### config.mk
export PLATFORM = sky130hd
export DESIGN_NAME = fifo_contract_monitor
export DESIGN_NICKNAME = d
export VERILOG_FILES = /design/src/rtl/fcm_pkg.sv /design/src/rtl/fcm_occupancy.sv /design/src/rtl/fcm_shadow_queue.sv /design/src/rtl/fcm_error_regs.sv /design/src/rtl/fifo_contract_monitor.sv
export SDC_FILE = /design/constraint.sdc
export NUM_CORES = 1
export LEC_CHECK = 0
export BUFFER_PORTS_ARGS = -buffer_cell sky130_fd_sc_hd__clkbuf_2
export CORE_MARGIN = 2
export CORE_UTILIZATION = 60
export DETAILED_ROUTE_END_ITERATION = 16
export GPL_TIMING_DRIVEN = 0
export PLACE_DENSITY = 0.9
export SKIP_CTS_REPAIR_TIMING = 1
export SYNTH_ARGS = -nofsm -noshare
export SYNTH_HDL_FRONTEND = slang
export SYNTH_HIERARCHICAL = 1
export SYNTH_SLANG_ARGS = --single-unit
export TNS_END_PERCENT = 100
### constraint.sdc
create_clock -name clk -period 3.05 [get_ports clk]
set_input_delay 0.305 -clock clk [delete_from_list [all_inputs] [get_ports clk]]
set_output_delay 0.305 -clock clk [all_outputs]
set_load 0.01 [all_outputs]
### src/rtl/fcm_pkg.sv
// Package: shared constants for the FIFO contract monitor.
// Assumes: error bit positions are fixed, because the bench and any
// downstream logging decode them.
package fcm_pkg;
    localparam int ERR_W     = 7;
    localparam int ERR_DATA  = 0;  // word differs from oldest shadowed word
    localparam int ERR_FULL  = 1;  // full flag disagrees with tracked count
    localparam int ERR_EMPTY = 2;  // empty flag disagrees with tracked count
    localparam int ERR_VALID = 3;  // valid output is not the inverse of empty
    localparam int ERR_READY = 4;  // ready output breaks its rule
    localparam int ERR_OVER  = 5;  // push at full without a pop
    localparam int ERR_UNDER = 6;  // pop while tracked count is zero

    typedef logic [ERR_W-1:0] err_vec_t;
endpackage

### src/rtl/fcm_occupancy.sv
// Module: occupancy tracker.
// Decides which observed handshakes are legal and keeps the count of
// stored words. Assumes push_req and pop_req are the raw handshakes seen
// on the FIFO ports. A push at full is legal only with a same-cycle pop.
module fcm_occupancy #(
    parameter int DEPTH = 16,
    localparam int CW   = $clog2(DEPTH + 1)
) (
    input  logic          clk,
    input  logic          rst_n,
    input  logic          push_req,
    input  logic          pop_req,
    output logic          push_ok,
    output logic          pop_ok,
    output logic          overflow,
    output logic          underflow,
    output logic [CW-1:0] count,
    output logic          at_full,
    output logic          at_empty
);
    // Boundary decode of the tracked count.
    always_comb begin
        at_full  = (count == CW'(DEPTH));
        at_empty = (count == '0);
    end

    // Classify the observed handshakes as legal or as a violation.
    always_comb begin
        pop_ok    = pop_req && !at_empty;
        underflow = pop_req && at_empty;
        overflow  = push_req && at_full && !pop_req;
        push_ok   = push_req && !overflow;
    end

    // Count update: +1 on push alone, -1 on pop alone, else hold.
    always_ff @(posedge clk) begin
        if (!rst_n) begin
            count <= '0;
        end else begin
            unique case ({push_ok, pop_ok})
                2'b10:   count <= count + 1'b1;
                2'b01:   count <= count - 1'b1;
                default: count <= count;
            endcase
        end
    end
endmodule

### src/rtl/fcm_shadow_queue.sv
// Module: shadow queue.
// Holds a copy of every accepted word in arrival order. Assumes the
// caller never writes when full unless it also reads in the same cycle.
// head_data is the oldest word and is meaningful only while non-empty.
module fcm_shadow_queue #(
    parameter int WIDTH = 8,
    parameter int DEPTH = 16,
    localparam int PW   = (DEPTH > 1) ? $clog2(DEPTH) : 1
) (
    input  logic             clk,
    input  logic             rst_n,
    input  logic             wr_en,
    input  logic [WIDTH-1:0] wr_data,
    input  logic             rd_en,
    output logic [WIDTH-1:0] head_data
);
    logic [WIDTH-1:0] mem [DEPTH];
    logic [PW-1:0]    wr_ptr;
    logic [PW-1:0]    rd_ptr;

    // Pointer advance with an explicit wrap at the last slot.
    function automatic logic [PW-1:0] bump(input logic [PW-1:0] p);
        return (p == PW'(DEPTH - 1)) ? '0 : p + 1'b1;
    endfunction

    // Pointer state: cleared by reset, advanced by each legal access.
    always_ff @(posedge clk) begin
        if (!rst_n) begin
            wr_ptr <= '0;
            rd_ptr <= '0;
        end else begin
            if (wr_en) wr_ptr <= bump(wr_ptr);
            if (rd_en) rd_ptr <= bump(rd_ptr);
        end
    end

    // Storage write; contents need no reset because the pointers gate reads.
    always_ff @(posedge clk) begin
        if (wr_en) mem[wr_ptr] <= wr_data;
    end

    // Oldest word, read before this edge's write lands.
    always_comb head_data = mem[rd_ptr];
endmodule

### src/rtl/fcm_error_regs.sv
// Module: sticky error register bank.
// Each bit latches high on its violation strobe and holds until reset.
// Assumes the strobes are already gated by any arming logic.
module fcm_error_regs #(
    parameter int N = 7
) (
    input  logic         clk,
    input  logic         rst_n,
    input  logic [N-1:0] hit,
    output logic [N-1:0] sticky,
    output logic         any
);
    for (genvar i = 0; i < N; i++) begin : g_bit
        // One sticky flop per error class.
        always_ff @(posedge clk) begin
            if (!rst_n)     sticky[i] <= 1'b0;
            else if (hit[i]) sticky[i] <= 1'b1;
        end
    end

    // Summary of all classes.
    always_comb any = |sticky;
endmodule

### src/rtl/fifo_contract_monitor.sv
// Module: FIFO contract monitor (top).
// Observes a valid/ready FIFO and reports contract violations as sticky
// error bits. Assumes the observed FIFO shares clk and rst_n, and that
// WIDTH and DEPTH match that FIFO (DEPTH a power of two, at least 2).
module fifo_contract_monitor
    import fcm_pkg::*;
#(
    parameter int WIDTH = 8,
    parameter int DEPTH = 16,
    localparam int CW   = $clog2(DEPTH + 1)
) (
    input  logic             clk,
    input  logic             rst_n,
    input  logic             mon_in_valid,
    input  logic             mon_in_ready,
    input  logic [WIDTH-1:0] mon_in_data,
    input  logic             mon_out_valid,
    input  logic             mon_out_ready,
    input  logic [WIDTH-1:0] mon_out_data,
    input  logic             mon_full,
    input  logic             mon_empty,
    output logic [ERR_W-1:0] err_code,
    output logic             err_any
);
    logic          push_req, pop_req;
    logic          push_ok, pop_ok, overflow, underflow;
    logic          at_full, at_empty;
    logic [CW-1:0] occ_count;
    logic [WIDTH-1:0] head_data;
    logic          arm_q;
    err_vec_t      hit;

    // Raw handshakes as seen on the FIFO ports.
    always_comb begin
        push_req = mon_in_valid && mon_in_ready;
        pop_req  = mon_out_valid && mon_out_ready;
    end

    fcm_occupancy #(.DEPTH(DEPTH)) u_occ (
        .clk       (clk),
        .rst_n     (rst_n),
        .push_req  (push_req),
        .pop_req   (pop_req),
        .push_ok   (push_ok),
        .pop_ok    (pop_ok),
        .overflow  (overflow),
        .underflow (underflow),
        .count     (occ_count),
        .at_full   (at_full),
        .at_empty  (at_empty)
    );

    fcm_shadow_queue #(.WIDTH(WIDTH), .DEPTH(DEPTH)) u_shq (
        .clk       (clk),
        .rst_n     (rst_n),
        .wr_en     (push_ok),
        .wr_data   (mon_in_data),
        .rd_en     (pop_ok),
        .head_data (head_data)
    );

    // Arming: flag checks wait one cycle after reset release.
    always_ff @(posedge clk) begin
        if (!rst_n) arm_q <= 1'b0;
        else        arm_q <= 1'b1;
    end

    // Per-class violation strobes for this cycle.
    always_comb begin
        hit            = '0;
        hit[ERR_DATA]  = pop_ok && (mon_out_data != head_data);
        hit[ERR_FULL]  = arm_q && (mon_full != at_full);
        hit[ERR_EMPTY] = arm_q && (mon_empty != at_empty);
        hit[ERR_VALID] = arm_q && (mon_out_valid == mon_empty);
        hit[ERR_READY] = arm_q && (mon_in_ready != (!mon_full || pop_req));
        hit[ERR_OVER]  = overflow;
        hit[ERR_UNDER] = underflow;
    end

    fcm_error_regs #(.N(ERR_W)) u_err (
        .clk    (clk),
        .rst_n  (rst_n),
        .hit    (hit),
        .sticky (err_code),
        .any    (err_any)
    );
endmodule

# After elaboration in Yosys (flattened, before gate mapping)
# Memories as Yosys holds them, arrays and structs flattened. A register that Yosys moved wholly into a read port is not among the register bits.
# Cells that the tools add are included.
# W data, S select, Z words.
# totals
regBits	21
mem_bits_rw	128
input_bits	24
output_inout_bits	8
memories	1
# mem_list
name	words	width	rd	rd_clocked_by_memory_dff	write_ports	line_no	source
u_shq.mem	16	8	1	1	1	fcm_shadow_queue.sv:17	logic [WIDTH-1:0] mem [DEPTH];
# op_classes
addsub	4
eq_ne	10
n_mux	8
reduce_logical	20
# ops
cell	count
$mux W4	4
$logic_and A1 B1 Y1	12
$pmux W5 S2	1
$add A4 B1 Y4 const B	2
$eq A4 B4 Y1 const B	2
$ne A8 B8 Y1	1
$reduce_or A7 Y1	1
$add A5 B1 Y5 const B	1
$eq A5 B5 Y1 const B	1
$logic_not A5 Y1	1
$sub A5 B1 Y5 const B	1
$logic_not A1 Y1	4
$mux W1	3
$ne A1 B1 Y1	3
$eq A2 B1 Y1 const B	1
$eq A2 B2 Y1 const B	1
$reduce_bool A2 Y1	1
$eq A1 B1 Y1	1
$logic_or A1 B1 Y1	1

# Longest topological paths before layout
# Gate-level depths: netlist (run 1).
# depth
ltp_word	7
ltp_mapped	10
mapped_depth_nobuf	10

# Modules after synthesis
# The synthesis (run 1) kept the hierarchy.
# modules_own_cells
mod	instances	cells_per_inst	area_per_inst_um2	seq_area_each_um2
fcm_shadow_queue	1	267	5500.3	4083.9
fcm_occupancy	1	48	386.6	100.1
fcm_error_regs	1	17	207.7	140.1
fifo_contract_monitor	1	24	187.7	20.0

# Worst setup path before layout (run 1)
# No wires, ideal clock.
# synth_timing
path_type	reg-to-reg
startpoint	register u_occ.count[0]
endpoint	register u_occ.count[4]
arrival_time_ps	2342
required_time_ps	2978
slack_ps	637
path_stages_with_launch	11
n_path_buf	0
period_less_slack_ps	2413
cell_sequence	dfxtp_1 nor4_1 and2b_1 nor2b_1 ha_1 inv_1 fa_1 nand2b_1 a21oi_1 mux2i_1 mux2i_1
# synth_via
word_cells_on_any_way	14
cone_classes	2 x add/sub; 3 x eq/ne; 1 x mux; 8 x reduce/logical
# synth_rtl
item	line_no	source
from (decl)	fcm_occupancy.sv:17	output logic [CW-1:0] count,
from (signal assigned)	fcm_occupancy.sv:41	2'b10: count <= count + 1'b1;
from (signal assigned)	fcm_occupancy.sv:42	2'b01: count <= count - 1'b1;
from (signal assigned)	fcm_occupancy.sv:43	default: count <= count;
$logic_not A5 Y1 *	fcm_occupancy.sv:24	at_empty = (count == '0);
named net at_empty	fifo_contract_monitor.sv:27	logic at_full, at_empty;
$logic_not A1 Y1 *	fcm_occupancy.sv:29	pop_ok = pop_req && !at_empty;
$logic_and A1 B1 Y1 *	fcm_occupancy.sv:29	
named net pop_ok	fifo_contract_monitor.sv:26	logic push_ok, pop_ok, overflow, underflow;
$eq A2 B1 Y1 or $eq A2 B2 Y1 (tied branches)	fcm_occupancy.sv:40	unique case ({push_ok, pop_ok})
$pmux W5 S2 or $reduce_bool A2 Y1 (tied branches)	--	
# The timed path passes the listed nets; every way through them passes the cells marked *.
# A chain may end at the register's enable or synchronous reset.

==> flow_summary_export.csv, run 1 <==
group,metric,value,unit
global_routing,overflow,0,
drt,wirelength,13200,um
setup_path,startpoint_type,"flop",
placed_design,gp_congestion,0.766,
sta,hold_viol_final,0,
setup_path,path_delay_family,"simple AND/OR/NAND/NOR gates",
floorplan,die_y,106,um
clock_tree,cts_tree,"done",
setup_path,path_class,"flop to flop",
sta,min_period,3.00,ns
clock_tree,htreeDepth,4,
clock_tree,clk_pin_slew,0.06,ns
floorplan,die-area,11300,um2
clock_tree,cts_root_buf,"clkbuf_8",
synthesis,synth_cell_type_count,38,
floorplan,die_w,106,um
sta,setup_violations,0,
power,design_power_total,4.71,mW
synthesis,yosysWarnings,6,
placed_design,placed_area,6610,um2
drt,ant_nets,0,
synthesis,synth_top_area_share,0.612,
synthesis,avgSynthCellArea,17.6,um2
setup_path,crit_chain,"buf_6, buf_6, mux4_1, a22oi_1, nand2_1, xor2_1, nor4_1, a21boi_1, o21a_1",
clock_tree,clockBufferDepth,2,
placed_design,port_buffers,31,
synthesis,synthFlopType,"edfxtp_1",
synthesis,synth.net_count,390,
drt,drc,0,
finish,final_layout_size_suffix_gt1_frac,0.212,
sta,period_share,0.984,
clock_tree,cts_buffers,17,
sta,slew_violations,0,
drt,vias_per_cell,6.18,
synthesis,synth_area_leaders,"edfxtp_1 61%, dfxtp_1 8.0%, mux4_2 6.5%",
synthesis,ys_seq_elements,153,
setup_path,crit_path_end_kind,"flop",
drt,num_vias,3429,
global_routing,grt_usage,0.250,
drt,drt_iter0_markers,335,
clock_tree,cts_sinks,153,
floorplan,start_util,0.614,
setup_path,cpMaxStageDelayCell,"nor4_1",
floorplan,core,10200,um2
synthesis,async_flop_share,0,
finish,final_cell_mix,"128 x edfxtp_1, 31 x clkbuf_2, 27 x and2_1",
floorplan,rows,37,
synthesis,synthCells,356,
sta,rsz0062_at_grt,"false",
synthesis,synth-edff-count,128,
power,power.leakage,2.50,nW
clock_tree,clk-insertion-delay-late,0.52,ns
run_status,status,"completed",
synthesis,syn_area,6280,um2
setup_path,required,3.46,ns
placed_design,hpwl,8490,um
finish,areaGrowthSynthToFinish,14.8,%
placed_design,dpl_worst_slack,0.117,ns
setup_path,cpPeakStageDelay,0.66,ns
global_routing,grt_pass1_vias,3481,
job,maxCapViolations,0,
finish,final_common_cell,"edfxtp_1",
setup_path,cp_max_fo,10,
sta,worst_pin_slew,0.789,ns
sta,slew-limit-headroom,0.469,
floorplan,io_pins,32,
drt,drt_pass1_iterations,5,
finish,final_area,7210,um2
finish,nNetsFinal,440,
global_routing,grt_max_degree,25,
drt,wl_per_cell,23.8,um
power,vdd_drop_max,403,uV
sta,fin_ws,0.0489,ns
sta,fmax,0.333,GHz
sta,setup-tns-final,0,ns
worst_hold_path,holdCritPathClass,"input pin to flop",
power,pwr_density_cell,653,nW/um2
setup_path,path_buf_inv,2,
setup_path,cp_common_cell,"buf_6",
global_routing,grt_pass1_wl,19900,um
finish,diodes,0,
global_routing,antenna_found_initial,0,
setup_path,cp_data_arrival_time,3.41,ns
synthesis,seq_area_frac_synth,0.691,
sta,fin_worst_skew,0.0114,ns
synthesis,yosys.area.top_type,"edfxtp_1",
-- registers in the layout, summed over array words and instances (netlist names), named ones only --
register      cells
u_err/sticky      7
u_occ/count       5
u_shq/rd_ptr      4
u_shq/wr_ptr      4
arm_q             1
u_shq/mem       128
-- metal layers --
metal  global-route usage  routed length, um
met5                    0                  0
met4                0.113                471
met3               0.0607                855
met2                0.425               6980
met1                0.305               4930
-- cells by family after synthesis --
group	Yosys count	share of synthesized area
DFF	153	0.691
adders and majority gates	10	0.0211
xor gates and xnor gates	15	0.0209
AOI/OAI and AO/OA	40	0.0438
muxes	36	0.129
buffers and inverters	20	0.0197
and+or+nand+nor	82	0.0735
-- layout make-up --
type / instances / area, um2
Buffer: 12 / 93.8
Clock buffer: 24 / 480
Clock inverter: 8 / 116
Fill cell: 558 / 3020
Inverter: 8 / 30.0
Multi-Input combinational cell: 183 / 1820
Sequential cell: 153 / 4340
Tap cell: 136 / 170
Timing Repair Buffer: 31 / 155
-- power by group --
part,leakage (nW),internal (mW),switching [mW]
Combinational,0.847,0.144,0.177
Clock,0.293,1.33,0.747
Sequential,1.36,2.29,0.0232
Total,2.50,3.76,0.948
-- worst register-to-register path, stage by stage (launching register included) --
cell and delay [ns]:
dfxtp_1 0.34, buf_6 0.14, buf_6 0.18, mux4_1 0.59, a22oi_1 0.29, nand2_1 0.13
xor2_1 0.19, nor4_1 0.67, a21boi_1 0.18, o21a_1 0.20
-- cell usage after synthesis, types with 2 or more instances --
library cell,number
dfxtp_1,25
nand2_1,19
xor2_1,11
mux2i_1,4
mux4_2,18
xnor2_1,4
clkdlybuf4s25_2,3
and2b_1,2
nor2b_1,4
clkbuf_1,2
edfxtp_1,128
mux4_1,14
nor3b_1,2
a21boi_0,4
and3b_1,2
nor4_1,4
nor2_1,5
nand3_1,6
o21ai_0,5
o21a_1,8
buf_2,3
a21oi_1,5
ha_1,9
buf_6,3
and3_1,2
nand2b_1,4
and2_1,27
a22oi_1,16
inv_1,8
-- worst paths after layout --
check,start,end,slack (ns),depth (start not counted)
hold / removal,rst_n,arm_q,0.23,1
setup / recovery,flop,u_err/sticky[0],0.05,9
setup reg to reg,flop,u_err/sticky[0],0.05,9
hold reg to reg,u_err/sticky[4],u_err/sticky[4],0.50,1
-- per-stage QoR --
step / cells / util / hold WS [ns]
finish: 555 / 0.705 / 0.227
global route: 555 / 0.705 / 0.248
CTS: 555 / 0.704 / 0.215
detailed placement: 523 / 0.646 / 0.477
global placement: 523 / 0.646 / 0.471
floorplan: 356 / - / 0.333
No activity file was read; power rests on OpenSTA's default activity.
==> inputs of run 2 (changes only) <==
Settings changed: BUFFER_PORTS_ARGS -buffer_cell sky130_fd_sc_hd__clkbuf_2 to default, CORE_UTILIZATION 60 to 63, DONT_BUFFER_PORTS from default to 1, PLACE_DENSITY 0.9 to 0.91.
==> flow_summary_export.csv, run 2 (same netlist as run 1, synthesis figures left out) <==
group,metric,value,unit
global_routing,grt_pass1_wl,19700,um
finish,final_cell_mix,"128 x edfxtp_1, 27 x and2_1, 25 x dfxtp_1",
finish,diodes,0,
power,power_switching,994,uW
sta,fmax,0.357,GHz
clock_tree,clockBufferDepth,2,
setup_path,critPathLaunch,"u_occ/count[0]",
finish,reg_top3,"u_shq/mem x128, u_err/sticky x7, u_occ/count x5",
setup_path,startpoint_type,"flop",
finish,regMostFlops,"u_shq/mem",
power,vdd_drop_max,402,uV
worst_hold_path,holdCritPathClass,"input pin to flop",
sta,worst_pin_slew,0.802,ns
setup_path,path_class,"flop to flop",
global_routing,overflow,0,
drt,wl_per_cell,24.8,um
drt,drt_iter0_markers,382,
placed_design,hpwl,7880,um
job,maxCapViolations,0,
floorplan,core,9730,um2
clock_tree,cts_buffers,17,
clock_tree,htreeDepth,4,
sta,setup-tns-final,0,ns
sta,slew_violations,0,
finish,final_common_cell,"edfxtp_1",
placed_design,gp_congestion,0.783,
finish,nNetsFinal,418,
worst_hold_path,hp-start,"rst_n",
setup_path,required,3.52,ns
finish,largest_register_ffs,128,
power,p_seq_frac,0.486,
clock_tree,cts_tree,"done",
finish,final_layout_size_suffix_gt1_frac,0.151,
finish,areaGrowthSynthToFinish,14.1,%
global_routing,antenna_found_initial,0,
clock_tree,cts_root_buf,"clkbuf_8",
finish,num-fill-cells,543,
drt,ant_nets,0,
setup_path,r2r-start,"u_occ/count[0]",
power,pwr_density_cell,666,nW/um2
power,switching_share,0.208,
setup_path,cp_max_fo,5,
sta,fin_worst_skew,0.00782,ns
floorplan,start_util,0.646,
finish,multi_input_area,1830,um2
power,pwr-share-clk,0.454,
placed_design,port_buffers,0,
setup_path,cp_data_arrival_time,3.26,ns
global_routing,grt_max_degree,25,
sta,rsz0062_at_grt,"false",
run_status,status,"completed",
sta,slew-limit-headroom,0.463,
floorplan,io_pins,32,
floorplan,die_w,104,um
global_routing,grt_usage,0.254,
power,power.leakage,2.40,nW
drt,vias_per_cell,6.33,
drt,num_vias,3357,
clock_tree,clk-insertion-delay-late,0.53,ns
sta,setup_violations,0,
global_routing,grt_pass1_vias,3465,
sta,hold_ws,0.0205,ns
power,power_frac_comb,0.061,
sta,hold_viol_final,0,
drt,wirelength,13200,um
drt,drc,0,
floorplan,rows,36,
sta,min_period,2.80,ns
finish,regArea,4340,um2
drt,drt_pass1_iterations,5,
floorplan,die-area,10800,um2
floorplan,die_y,104,um
power,power.internal,3.78,mW
sta,period_share,0.918,
clock_tree,clk_pin_slew,0.06,ns
setup_path,crit_path_end_kind,"flop",
clock_tree,cts_sinks,153,
==> run 2: changes by cell type in the layout (fill, tap and decap cells not counted) <==
cell           delta
bufinv_16         +1
clkinvlp_4        +2
ha_1              +1
clkinv_1          -1
clkbuf_8          -3
nor4_1            -2
clkinv_4          +3
dlygate4sd3_1     +9
clkinv_2          -2
ha_2              -1
nor4_2            +2
clkbuf_2         -31
==> run 2: metal layers <==
| layer | up-vias | part of all wire | track usage |
|---|---|---|---|
| met5 | - | 0 | 0 |
| li1 | 1469 | - | - |
| met1 | 1713 | 0.39 | 0.329 |
| met4 | 0 | 0.018 | 0.108 |
| met2 | 150 | 0.53 | 0.421 |
| met3 | 25 | 0.059 | 0.0564 |
==> run 2: path summary, 6_finish.rpt <==
check	to	slack, ns	cells after the start
worst max-delay path	u_occ/count[4]	0.25	10
worst min-delay path	u_occ/count[3]	0.02	2
worst min register to register	u_occ/count[4]	0.50	2
worst max register to register	u_occ/count[4]	0.25	10
==> run 2: stage by stage <==
| stage | util | total power [mW] | std cells | worst slack [ns] | cell area, um2 |
|---|---|---|---|---|---|
| finish | 0.737 | 4.77 | 530 | 0.251 | 7170 |
| global route | 0.737 | 4.90 | 530 | 0.0573 | 7170 |
| CTS | 0.726 | 4.75 | 521 | 0.166 | 7060 |
| detailed placement | 0.663 | 2.61 | 489 | 0.191 | 6450 |
| global placement | 0.663 | 2.59 | 489 | 0.283 | 6450 |
| floorplan | - | 2.55 | 356 | 0.637 | 6280 |
==> run 2: final cells by class <==
class	instances	area share
clock inverter	11	0.0243
buffer	12	0.0131
timing repair buffer	9	0.0126
multi-input combinational	183	0.255
sequential	153	0.606
tap	133	0.0232
inverter	8	0.00419
clock buffer	21	0.0613
==> run 2: power by group through the flow <==
stage	Sequential, mW	Clock [mW]	Combinational, mW
after floorplan	2.36	0	0.197
after global placement	2.36	0	0.231
after detailed placement	2.36	0	0.244
after CTS	2.32	2.18	0.250
after global routing	2.32	2.27	0.313
final	2.32	2.17	0.289
==> run 2: worst max-delay path: stages (launching register included) <==
cell and delay [ns]:
dfxtp_1 0.35, nor4_2 0.32, nand2_1 0.13, o21ai_0 0.27, ha_1 0.32, inv_1 0.10, fa_1 0.41, nand2b_1 0.17
a21oi_1 0.19, mux2i_1 0.26, mux2i_1 0.20
==> inputs of run 3 (changes only) <==
Settings changed: CORE_ASPECT_RATIO from default to 0.6, CTS_BUF_LIST from default to sky130_fd_sc_hd__clkbuf_16.
==> flow_summary_export.csv, run 3 (same netlist as run 1, synthesis figures left out) <==
group,metric,value,unit
run_status,status,"completed",
floorplan,die-area,10800,um2
global_routing,antenna_found_initial,0,
sta,min_period,2.83,ns
clock_tree,clockBufferDepth,2,
setup_path,crit_path_end_kind,"flop",
finish,final_layout_size_suffix_gt1_frac,0.149,
sta,slew-limit-headroom,0.521,
global_routing,grt_pass1_vias,3352,
floorplan,die_y,81.4,um
job,maxCapViolations,0,
floorplan,start_util,0.643,
finish,areaGrowthSynthToFinish,14.4,%
setup_path,cp_common_cell,"mux2i_1",
finish,nNetsFinal,418,
floorplan,rows,28,
setup_path,path_delay_family,"adder cells",
finish,final_cell_mix,"128 x edfxtp_1, 27 x and2_1, 25 x dfxtp_1",
finish,multi_input_area,1830,um2
finish,stdcell_count,532,
setup_path,path_buf_inv,1,
drt,drt_iter0_markers,358,
placed_design,place_inst,491,
clock_tree,htreeDepth,4,
global_routing,grt_pass1_wl,19100,um
sta,hold_viol_final,0,
placed_design,gp_congestion,0.795,
placed_design,port_buffers,0,
drt,num_vias,3338,
placed_design,hpwl,7980,um
sta,slew_violations,0,
sta,fin_ws,0.225,ns
placed_design,dpl_worst_slack,0.245,ns
sta,fin_worst_skew,0.00945,ns
drt,drt_pass1_iterations,5,
setup_path,startpoint_type,"flop",
global_routing,overflow,0,
finish,final_common_cell,"edfxtp_1",
clock_tree,clk_pin_slew,0.06,ns
drt,drc,0,
floorplan,io_pins,32,
sta,rsz0062_at_grt,"false",
finish,largest_register_ffs,128,
finish,num-fill-cells,549,
clock_tree,cts_sinks,153,
clock_tree,cts_buffers,17,
global_routing,grt_max_degree,25,
global_routing,grt_usage,0.255,
sta,worst_pin_slew,0.716,ns
clock_tree,cts_tree,"done",
finish,regMostFlops,"u_shq/mem",
setup_path,crit_chain,"nor4_2, nand2_1, o21ai_0, ha_2, inv_1, fa_1, nand2b_1, a21oi_1, mux2i_1, mux2i_1",
drt,vias_per_cell,6.27,
clock_tree,clk-insertion-delay-late,0.41,ns
setup_path,cp_max_fo,5,
sta,setup-tns-final,0,ns
drt,ant_nets,0,
power,vdd_drop_max,519,uV
power,power.leakage,2.43,nW
clock_tree,cts_root_buf,"clkbuf_16",
sta,fmax,0.354,GHz
setup_path,required,3.40,ns
finish,reg_top3,"u_shq/mem x128, u_err/sticky x7, u_occ/count x5",
power,pwr_density_cell,676,nW/um2
setup_path,path_class,"flop to flop",
drt,wirelength,13100,um
worst_hold_path,holdCritPathClass,"input pin to flop",
sta,hold_ws,0.0169,ns
setup_path,cpPeakStageDelay,0.40,ns
finish,regArea,4340,um2
setup_path,cpMaxStageDelayCell,"fa_1",
drt,wl_per_cell,24.6,um
sta,period_share,0.926,
floorplan,core,9770,um2
finish,diodes,0,
finish,final_util,0.735,
sta,setup_violations,0,
setup_path,cp_data_arrival_time,3.17,ns
floorplan,die_w,133,um
==> run 3: changes by cell type in the layout (fill, tap and decap cells not counted), sizes merged <==
cell and delta:
clkinvlp -3, bufinv +1, clkbuf -4, clkinv +4
inv +2
==> run 3: area by class of cell <==
class	instances	area share
multi-input cells	183	0.254
well taps	135	0.0235
plain buffers	12	0.0131
clock buffers	17	0.0592
inverters	8	0.00418
clock inverters	15	0.0292
flip-flops and latches	153	0.604
repair buffers	9	0.0125
==> run 3: through the flow <==
step	instance area (um2)	power, mW
2_1_floorplan	6280	2.55
6_report	7190	4.86
3_5_place_dp	6450	2.61
5_1_grt	7190	4.99
3_3_place_gp	6450	2.60
4_1_cts	7090	4.83
==> run 3: power by group <==
part           internal (mW)  switching [mW]
Combinational          0.137           0.161
Sequential              2.29          0.0283
Clock                   1.44           0.800
==> run 3: path summary, 6_finish.rpt <==
kind	from	endpoint	slack [ns]	cells after the start
worst max-delay path	u_occ/count[0]	u_occ/count[4]	0.22	10
worst min-delay path	rst_n	u_err/sticky[2]	0.02	1
worst max register to register	u_occ/count[0]	u_occ/count[4]	0.22	10
worst min register to register	u_occ/count[4]	u_occ/count[4]	0.50	2
==> run 3: worst register-to-register path: stages, from the launching register on <==
cell	delay, ns
dfxtp_1	0.37
nor4_2	0.35
nand2_1	0.16
o21ai_0	0.31
ha_2	0.31
inv_1	0.10
fa_1	0.41
nand2b_1	0.16
a21oi_1	0.18
mux2i_1	0.23
mux2i_1	0.18
==> run 3: routing by layer <==
metal  track usage  routed length (um)  share of wire  vias to the layer above
met1         0.349                5640           0.43                     1716
met3        0.0805                1020          0.078                       10
met4        0.0978                 151          0.012                        0
li1              -                   -              -                     1468
met2         0.393                6250           0.48                      144
met5             0                   0              0                        -
